`src/rtl/dfu_tile.sv`:
```
module dfu_tile #(
  parameter int W       = 16,
  parameter int CREDITS = 2,
  localparam int CW     = $clog2(CREDITS + 1)
) (
  input  logic           clk,
  input  logic           rst_n,
  input  logic [15:0]    cfg,
  input  logic [4*W-1:0] nb_data,
  input  logic [3:0]     nb_valid,
  output logic [3:0]     nb_credit,
  output logic [W-1:0]   out_data,
  output logic           out_valid,
  input  logic           out_credit_in
);

  logic [1:0]   op;
  logic [1:0]   sel [2];
  logic         isc [2];
  logic [W-1:0] cval;
  assign op     = cfg[15:14];
  assign isc[0] = cfg[13];
  assign sel[0] = cfg[12:11];
  assign isc[1] = cfg[10];
  assign sel[1] = cfg[9:8];
  assign cval   = W'(cfg[7:0]);

  logic [W-1:0] q   [2][2];
  logic [1:0]   cnt [2];
  logic [W-1:0] din [2];
  logic [W-1:0] opnd[2];
  logic         push[2], pop[2], rdy[2];
  logic [CW-1:0] cred;
  logic         fire;

  always_comb begin
    for (int p = 0; p < 2; p++) begin
      din[p]  = nb_data[sel[p]*W +: W];
      push[p] = !isc[p] && nb_valid[sel[p]];
      rdy[p]  = isc[p] || (cnt[p] != 2'd0);
      pop[p]  = fire && !isc[p];
      opnd[p] = isc[p] ? cval : q[p][0];
    end
  end

  assign fire = rst_n && rdy[0] && rdy[1] && (cred != '0);

  always_comb begin
    for (int i = 0; i < 4; i++)
      nb_credit[i] = (pop[0] && sel[0] == 2'(i)) || (pop[1] && sel[1] == 2'(i));
  end

  always_ff @(posedge clk) begin
    for (int p = 0; p < 2; p++) begin
      if (!rst_n) cnt[p] <= 2'd0;
      else if (push[p] && !pop[p]) begin
        q[p][cnt[p][0]] <= din[p];
        cnt[p] <= cnt[p] + 2'd1;
      end else if (!push[p] && pop[p]) begin
        q[p][0] <= q[p][1];
        cnt[p] <= cnt[p] - 2'd1;
      end else if (push[p] && pop[p]) begin
        if (cnt[p] == 2'd1) q[p][0] <= din[p];
        else begin
          q[p][0] <= q[p][1];
          q[p][1] <= din[p];
        end
      end
    end
  end

  always_ff @(posedge clk) begin
    if (!rst_n) cred <= CW'(CREDITS);
    else cred <= cred - CW'(fire) + CW'(out_credit_in);
  end

  logic [W-1:0] ra, rb, d2, d3;
  logic [1:0]   rop;
  logic         v1, v2, v3;

  always_ff @(posedge clk) begin
    if (!rst_n) {v1, v2, v3, out_valid} <= '0;
    else {v1, v2, v3, out_valid} <= {fire, v1, v2, v3};
    ra  <= opnd[0];
    rb  <= opnd[1];
    rop <= op;
    case (rop)
      2'd0:    d2 <= ra + rb;
      2'd1:    d2 <= ra - rb;
      2'd2:    d2 <= ra * rb;
      default: d2 <= ra | rb;
    endcase
    d3       <= d2;
    out_data <= d3;
  end

  logic [2:0] since_rst;
  always_ff @(posedge clk) begin
    if (!rst_n) since_rst <= '0;
    else if (since_rst != 3'd4) since_rst <= since_rst + 3'd1;
  end

  p_latency_r5: assert property (@(posedge clk) disable iff (!rst_n)
    (since_rst == 3'd4) |-> (out_valid == $past(fire, 4)));

  p_inflight_r6: assert property (@(posedge clk) disable iff (!rst_n)
    ($countones({v1, v2, v3, out_valid}) + int'(cred)) <= CREDITS);

  p_no_overflow_r8: assert property (@(posedge clk) disable iff (!rst_n)
    (push[0] |-> cnt[0] != 2'd2) and (push[1] |-> cnt[1] != 2'd2));

  p_const_quiet_r3: assert property (@(posedge clk) disable iff (!rst_n)
    (cfg[13] && cfg[10]) |-> (nb_credit == 4'd0));

endmodule

```
`config.mk`:
```
export PLATFORM = sky130hd
export DESIGN_NAME = dfu_tile
export DESIGN_NICKNAME = d
export VERILOG_FILES = /design/src/rtl/dfu_tile.sv
export SDC_FILE = /design/constraint.sdc
export NUM_CORES = 1
export LEC_CHECK = 0
export BUFFER_PORTS_ARGS = -buffer_cell sky130_fd_sc_hd__buf_2
export CORE_MARGIN = 3
export CORE_UTILIZATION = 55
export CTS_CLUSTER_SIZE = 10
export DETAILED_ROUTE_END_ITERATION = 10
export GPL_ROUTABILITY_DRIVEN = 0
export GPL_TIMING_DRIVEN = 0
export HOLD_SLACK_MARGIN = 0.02
export PLACE_DENSITY = 0.81
export SETUP_SLACK_MARGIN = 0.15
export SYNTH_ARGS = -nofsm -noshare
export SYNTH_HDL_FRONTEND = slang
export SYNTH_SLANG_ARGS = --single-unit
```
`constraint.sdc`:
```
create_clock -name clk -period 6.18 [get_ports clk]
set_clock_uncertainty 0.05 [all_clocks]
set_input_delay 0 -clock clk [delete_from_list [all_inputs] [get_ports clk]]
set_output_delay 0 -clock clk [all_outputs]
set_load 0.01 [all_outputs]
```
==> flow_summary.ini, run 1 <==
[sta]
setup_ws_ps = 366
max_freq_mhz = 172
post-route-min-period_ps = 5810
slew_violations = 0
worst_slew_pin_slew_ps = 1010
hold_viol = 0
fin_crit_sh = 0.941
finalSetupViolCount = 0
rsz0062_at_grt = false
relSlewSlack = 0.330

[die]
io_pins = 108
start_util = 0.564
die_h_um = 148
die-width_um = 148
fp.dieArea_um2 = 21800
core_area_um2 = 19600
rows = 51

[worst_setup_path]
r2r-start = ra[3]
reg2reg_depth = 19
crit_start = ra[3]
critPathRequiredTime_ps = 6440
crit_type = reg2reg
cp-end-kind = flip-flop
crit_arrival_ps = 6080
reg2reg_slack_ps = 370
path_max_fanout = 10
cp-start-kind = flip-flop

[final_layout]
area_delta_synth_final_pct = 21.0
antennaDiodeCount = 0
final_nets = 1464
finalInstanceArea_um2 = 13400
drive_gt1_frac = 0.220

[logic_synthesis]
synth_cell_type_count = 54
synth-edff-count = 68
synthCells = 1018
avgSynthCellArea_um2 = 10.8
yosys_warnings = 0
ys.flop_type = dfxtp_1
ys_seq_area_frac = 0.345
synth_area_leaders = edfxtp_1 (18%), dfxtp_1 (16%), fa_1 (15%), ha_1 (8.3%), mux4_2 (6.9%)
async_reset_ff_frac = 0
ys_ff_latch = 156
synth_area_um2 = 11000
yosysTopAreaCellShare = 0.185
synth_top_cell_by_area = edfxtp_1
synth_nets = 1259

[route]
drc = 0
vias = 8524
firstDrtPassIters = 5
drt_iter0_markers = 734
ant_nets = 0
routed_wl_mm = 28.6
vias_per_cell = 5.68
wl_per_cell_um = 19.1

[placement]
place_ws_ps = -387
hpwl_mm = 19.1
placed_cell_area_um2 = 11900
port_buffers = 107

[clock_tree]
post_cts_buffers = 0
clockBufferDepth = 2
clk_latency_ps = 440
cts.clk_slew.worst_paths_ps = 70
cts_buffers = 17
tritoncts = built
cts_sinks = 156
clock-root-buffer = clkbuf_16
htree_levels = 4

[hold_path]
whs_path_depth = 3
min_from = nb_data[17]
min_path_type = in2reg

[power_and_ir_drop]
p_per_area_nw_per_um2 = 442
power_frac_seq = 0.241
power_frac_comb = 0.590
switching_share = 0.422
p_leak_nw = 5.75
power_w = 0.00590
ir_worst_vdd_uv = 307
p_switching_w = 0.00249
internal-power_w = 0.00341
pwr-share-clk = 0.170

[grt]
grt_pass1_wl_mm = 46.4
gr-usage-met2 = 0.477
grtUsageTotal = 0.273
grt_max_degree = 18
gr-total-overflow = 0
grt_util_met3 = 0.0561
met1_usage = 0.323
grt_pass1_vias = 8947
top_usage_layer = met2
grt_antenna_before_repair = 0

[flow_run]
maxCapViolCount = 0

[status]
outcome = complete, no violations
[power groups by stage]
stage | clock (W) | combinational, W | sequential, W
after floorplan | 0 | 0.00251 | 0.00143
after global placement | 0 | 0.00329 | 0.00143
after detailed placement | 0 | 0.00337 | 0.00144
after CTS | 0.00101 | 0.00348 | 0.00141
after global routing | 0.00105 | 0.00395 | 0.00144
final | 0.00100 | 0.00348 | 0.00142
[state kept, by name, summed over array words and instances, names as in the netlist]
signal,count
cnt,4
d2,16
out_valid,1
rop,2
out_data,16
v3,1
q,64
ra,16
d3,16
v1,1
cred,2
rb,16
v2,1
[stage by stage]
stage                     hold slack [ps]  TNS, ps   util  cells
after floorplan                     -22.3        0      -   1018
after global placement               52.0     -293  0.608   1390
after detailed placement             55.4     -387  0.610   1392
after CTS                            33.9        0  0.680   1501
after global routing                 83.1        0  0.682   1501
final                                78.9        0  0.682   1501
[kinds of logic (layout without fill, tap and decap cells)]
| group | count (synthesis) | count (layout) | share of synthesized area |
|---|---|---|---|
| AND/OR/NAND/NOR | 271 | 271 | 0.124 |
| multiplexers | 87 | 87 | 0.123 |
| flip-flops | 156 | 156 | 0.345 |
| adder cells (fa/ha/maj) | 154 | 154 | 0.230 |
| buffers and inverters | 177 | 395 | 0.0640 |
| XOR/XNOR | 66 | 66 | 0.0556 |
| AO/OA/AOI/OAI | 107 | 107 | 0.0586 |
[cells in the mapped netlist, types with 2 or more instances]
library cell,n
buf_6,2
and3_1,2
a211o_1,2
nor3b_1,4
inv_1,130
clkbuf_1,34
o21a_1,8
mux4_2,34
and2_1,68
nand3b_1,4
nor3_1,13
nand4_1,2
edfxtp_1,68
mux2i_1,2
a21oi_1,26
buf_1,5
nor2_1,35
a211oi_1,2
xnor2_1,45
or3_1,3
fa_1,81
nor2b_1,22
nand3_1,7
ha_1,73
o31ai_1,5
nand2_1,93
o21ai_0,36
mux2_2,51
o211ai_1,9
dfxtp_1,88
nand2b_1,7
xnor2_2,3
nand2_2,3
or2_2,3
a31oi_1,9
xor2_1,17
buf_2,3
clkbuf_8,2
a21o_1,2
[final cells by class]
type,count,area (um^2)
buffer,47,270
clock buffer,17,425
clock inverter,15,145
fill,1357,6230
inverter,130,488
multi-input combinational,685,6560
sequential,156,3810
tap,265,332
timing repair buffer,186,1330
[worst paths after layout]
check | end
setup reg to reg | d2[15]
setup / recovery | d2[15]
hold / removal | q[1][17]
hold reg to reg | d3[5]
[cell usage in the layout (no fill, tap or decap), types with 34 or more instances in the layout]
cell	Yosys	layout
and2_1	68	68
buf_2	3	110
dfxtp_1	88	83
dlygate4sd3_1	0	77
edfxtp_1	68	68
fa_1	81	80
ha_1	73	73
inv_1	130	130
mux2_2	51	51
mux4_2	34	34
nand2_1	93	93
nor2_1	35	35
o21ai_0	36	36
xnor2_1	45	45
[worst max-delay path, cell delays in order, from the launching register on]
cell and delay, ps:
dfxtp_1 570, clkbuf_2 340, nand2_1 130, fa_1 480, fa_1 500, inv_1 60, fa_1 500, fa_1 490
inv_1 50, fa_1 450, fa_2 350, xor2_1 200, xnor2_1 160, xnor2_1 160, xnor2_1 160, xnor3_1 270
o21a_1 130, o31ai_2 260, a21oi_1 100, a311o_1 270
[repair_timing]
action,in CTS,in global routing
hold buffers,77,0
pin swaps,0,7
gates resized for setup,19,26
setup endpoints to repair,4,3
endpoints found under the hold margin,52,0
cloned,0,0
[metal layers]
| metal | up-vias | share of wire |
|---|---|---|
| met5 | - | 0 |
| li1 | 3813 | - |
| met3 | 105 | 0.084 |
| met4 | 0 | 0.045 |
| met2 | 484 | 0.50 |
| met1 | 4122 | 0.37 |
Power figures use the tool's default switching activity.
==> inputs of run 2 (changes only) <==
CELL_PAD_IN_SITES_DETAIL_PLACEMENT = 0   (was unset)
CELL_PAD_IN_SITES_GLOBAL_PLACEMENT = 1   (was unset)
CORE_UTILIZATION = 48   (was 55)
PLACE_DENSITY = 0.87   (was 0.81)
==> run 2 against run 1 <==
  * Highest routed layer unchanged
  * Critical endpoint unchanged
  * Sequential share of layout area shrank 0.10 points
  * Flip-flop and latch count unchanged
  * Final area grew 0.36%
  * Non-clock buffer count grew 1
  * Clock power up 4%
  * Critical path depth increased by 1
  * Count of clock-buffer cells in the layout is the same
==> flow_summary.ini, run 2 (synthesis results as in run 1) <==
[worst_setup_path]
crit_type = reg2reg
crit_top_cell = fa_1
crit_arrival_ps = 6180
cp_top_family = adder cells
path_max_fanout = 10
cp-start-kind = flip-flop
crit_slowest_cell = fa_1
critPathRequiredTime_ps = 6430
path_cells = clkbuf_2, and2_1, fa_1, inv_1, fa_1, fa_1, fa_1, inv_1, fa_1, inv_1, fa_1, inv_1, ha_1, nand3_1, a21o_2, a31oi_2, nor3_1, o31ai_1, a21oi_1, a311o_1
cp_num_cells = 20
max_stage_delay_ps = 550
reg2reg_depth = 20
cp-end-kind = flip-flop
cp.buffers_inverters = 5

[final_layout]
n_fill_cell = 1842
fin_util = 0.603
final_nets = 1465
area_delta_synth_final_pct = 21.4
largest-register = q
layout_commonest_cell = inv_1
layout_common_cells = inv_1 (130), buf_2 (110), nand2_1 (93)
largest_register_ff_count = 64
antennaDiodeCount = 0
drive_gt1_frac = 0.218

[hold_path]
min_path_type = in2reg
whs_path_depth = 3

[clock_tree]
cts_buffers = 17
clock-root-buffer = clkbuf_16
clk_latency_ps = 420
post_cts_buffers = 0
cts.clk_slew.worst_paths_ps = 70
clockBufferDepth = 2
cts_sinks = 156
tritoncts = built
htree_levels = 4

[route]
routed_wl_mm = 26.5
drt_iter0_markers = 469
firstDrtPassIters = 5
wl_per_cell_um = 17.5
vias_per_cell = 5.27
vias = 7998
drc = 0
ant_nets = 0

[power_and_ir_drop]
switching_share = 0.418
p_per_area_nw_per_um2 = 442
power_w = 0.00592
internal-power_w = 0.00345
ir_worst_vdd_uv = 441
power_frac_comb = 0.586
pwr-share-clk = 0.175
power_frac_seq = 0.239
p_leak_nw = 5.77
p_switching_w = 0.00247

[placement]
hpwl_mm = 19.3
port_buffers = 107
place_ws_ps = -476

[status]
outcome = complete, no violations

[die]
core_area_um2 = 22200
rows = 54
start_util = 0.497
fp.dieArea_um2 = 24900
die_h_um = 158
die-width_um = 158
io_pins = 108

[sta]
hold_viol = 0
finalSetupViolCount = 0
slew_violations = 0
worst_slew_pin_slew_ps = 793
relSlewSlack = 0.472
fin_crit_sh = 0.960
rsz0062_at_grt = true
tns_ps = 0
post-route-min-period_ps = 5930
max_freq_mhz = 169
setup_ws_ps = 250

[grt]
grt_pass1_vias = 8232
grt_antenna_before_repair = 0
gr-total-overflow = 0
grt_pass1_wl_mm = 42.5
grtUsageTotal = 0.221
grt_max_degree = 18

[flow_run]
maxCapViolCount = 0
run 2: power by group through the flow:
stage               Sequential, W  Clock [W]  Combinational (W)
floorplan                 0.00143          0            0.00251
global placement          0.00143          0            0.00337
finish                    0.00142    0.00104            0.00347
detailed placement        0.00144          0            0.00342
global route              0.00144    0.00110            0.00393
CTS                       0.00142    0.00105            0.00351
run 2: timing repair:
| action | 4_1_cts | 5_1_grt |
|---|---|---|
| gates resized for setup | 23 | 14 |
| pin swaps | 0 | 2 |
| hold endpoints to repair | 53 | 0 |
| hold buffers | 77 | 0 |
| setup endpoints to repair | 4 | 3 |
run 2: area by class of cell:
class,count,area [um^2],area share
Sequential cell,156,3810,0.284
Tap cell,280,350,0.0261
Clock buffer,17,425,0.0317
Inverter,130,488,0.0364
Timing Repair Buffer,187,1340,0.0997
Multi-Input combinational cell,685,6550,0.488
Clock inverter,15,179,0.0133
Buffer,47,269,0.0201
run 2: worst paths after layout:
path                   start           to  slack, ps
hold reg to reg        d3[5]  out_data[5]        280
setup / recovery       ra[7]       d2[15]        250
hold / removal    nb_data[7]     q[1][23]         80
setup reg to reg       ra[7]       d2[15]        250
run 2: per-stage QoR:
stage	hold WS [ps]	cells	instance area (um^2)
4_1_cts	71.2	1517	13400
6_report	83.3	1517	13400
5_1_grt	90.8	1517	13400
3_3_place_gp	54.1	1405	11900
2_1_floorplan	-22.3	1018	11000
3_5_place_dp	53.6	1408	12000
run 2: routing by layer:
metal  part of all wire  up-vias  global-route usage
met2               0.50      284               0.385
li1                   -     3804                   -
met1               0.42     3868               0.276
met3              0.059       42              0.0459
met4              0.023        0              0.0731
met5                  0        -                   0
run 2: tightest hold or removal path: stages:
cell    delay (ps)
buf_2           80
mux4_2         230
mux2_2         150
==> inputs of run 3 (changes only) <==
BUFFER_PORTS_ARGS = unset   (was -buffer_cell sky130_fd_sc_hd__buf_2)
CORE_ASPECT_RATIO = 1.1   (was unset)
CORE_UTILIZATION = 52   (was 48)
DONT_BUFFER_PORTS = 1   (was unset)
==> run 3 against run 2 <==
  * Core utilization up 2.0 points
  * Register-to-register slack better by 110 ps
  * Routed wire length rose by 4.7%
  * Via count down 3.7%
  * Critical path depth unchanged
  * Cell count is 6.7% lower
  * Power is 0.69% higher
  * Global-route usage grew 2.5 points
  * Critical path type unchanged
  * Largest cell class unchanged
==> flow_summary.ini, run 3 (synthesis results as in run 1) <==
[clock_tree]
clk_latency_ps = 430
clockBufferDepth = 2
post_cts_buffers = 0
tritoncts = built
clock-root-buffer = clkbuf_16
cts_sinks = 156
cts.clk_slew.worst_paths_ps = 70
htree_levels = 4
cts_buffers = 17

[grt]
grtUsageTotal = 0.246
grt_pass1_vias = 8415
gr-total-overflow = 0
grt_antenna_before_repair = 0
grt_pass1_wl_mm = 44.3
grt_max_degree = 20

[status]
outcome = complete, no violations

[route]
wl_per_cell_um = 19.6
vias = 7700
routed_wl_mm = 27.7
firstDrtPassIters = 5
vias_per_cell = 5.44
drt_iter0_markers = 375
drc = 0
ant_nets = 0

[final_layout]
area_delta_synth_final_pct = 16.8
antennaDiodeCount = 0
largest-register = q
layout_common_cells = inv_1 (130), nand2_1 (93), dfxtp_1 (84)
n_fill_cell = 1640
layout_commonest_cell = inv_1
largest_register_ff_count = 64
drive_gt1_frac = 0.144
final_nets = 1359

[die]
rows = 55
io_pins = 108
core_area_um2 = 20700
start_util = 0.533
die_h_um = 159
fp.dieArea_um2 = 23000
die-width_um = 145

[placement]
hpwl_mm = 19.0
port_buffers = 0
place_ws_ps = -433

[hold_path]
min_path_type = in2reg
min_to = rop[0]
whs_path_depth = 1
min_from = cfg[14]

[sta]
setup_ws_ps = 365
holdWs_ps = 72.3
finalSetupViolCount = 0
post-route-min-period_ps = 5820
slew_violations = 0
tns_ps = 0
max_freq_mhz = 172
hold_viol = 0
worst_slew_pin_slew_ps = 971
relSlewSlack = 0.353
fin_crit_sh = 0.941
rsz0062_at_grt = false

[worst_setup_path]
cp-start-kind = flip-flop
crit_arrival_ps = 6070
crit_type = reg2reg
critPathRequiredTime_ps = 6430
reg2reg_slack_ps = 360
cp-end-kind = flip-flop
path_max_fanout = 10
r2r-start = rb[3]
reg2reg_depth = 20
r2r_end = d2[15]

[flow_run]
maxCapViolCount = 0

[power_and_ir_drop]
p_leak_nw = 5.35
ir_worst_vdd_uv = 344
p_per_area_nw_per_um2 = 462
run 3: cell count changes in the layout (fill, tap and decap cells not counted), moves of 2 or more:
cell	delta
buf_2	-102
clkbuf_2	-4
inv_8	+4
buf_4	-2
clkbuf_8	-2
dlygate4sd3_1	+2
run 3: area by class of cell:
class | count | area, um^2 | share of cell area
inverter | 130 | 488 | 0.0378
sequential | 156 | 3810 | 0.295
buffer | 47 | 265 | 0.0206
multi-input combinational | 685 | 6560 | 0.509
clock inverter | 15 | 181 | 0.0141
clock buffer | 17 | 425 | 0.0330
timing repair buffer | 81 | 813 | 0.0631
tap | 285 | 357 | 0.0276
run 3: metrics by stage:
stage	total power [W]	util	area, um^2	std cells
finish	0.00596	0.623	12900	1416
floorplan	0.00394	-	11000	1018
detailed placement	0.00480	0.552	11400	1305
CTS	0.00597	0.621	12900	1416
global placement	0.00474	0.550	11400	1303
global route	0.00649	0.623	12900	1416
run 3: how the worst max path moves through the flow:
stage          cells after the start     end  startpoint  slack (ps)
2_1_floorplan                     21  d2[15]       rb[1]         610
3_3_place_gp                      20  d2[15]       rb[1]        -390
3_5_place_dp                      20  d2[15]       rb[1]        -430
4_1_cts                           20  d2[15]       ra[7]         150
5_1_grt                           20  d2[15]       rb[3]         150
6_report                          20  d2[15]       rb[3]         360
run 3: what timing repair did:
action / 4_1_cts / 5_1_grt
setup endpoints to repair: 4 / 3
pin swaps: 0 / 3
hold endpoints to repair: 111 / 0
hold buffers: 79 / 0
gates resized for setup: 15 / 32
run 3: power by group:
| part | internal [W] | total [W] | switching [W] |
|---|---|---|---|
| sequential | 0.00132 | 0.00145 | 0.000122 |
| clock | 0.000554 | 0.00106 | 0.000502 |
| combinational | 0.00152 | 0.00346 | 0.00194 |
run 3: routing by layer:
metal  wire length, um  track usage  up-vias
met4              1210        0.115        0
met2             14500        0.445      304
li1                  -            -     3589
met5                 0            0        -
met3              1650       0.0497       85
met1             10400        0.278     3722
run 3: worst max-delay path, stage by stage (launching register included):
cell      delay (ps)
dfxtp_1          310
clkbuf_4         230
buf_6            190
nand2_1           90
fa_1             530
fa_1             590
fa_1             460
fa_1             540
inv_1             50
fa_1             470
inv_1             50
fa_1             480
inv_1             60
ha_1             330
nand3_1           90
a21o_2           230
a31oi_4          220
nor3_1            70
o31ai_1          220
a21oi_1          100
a311o_1          330
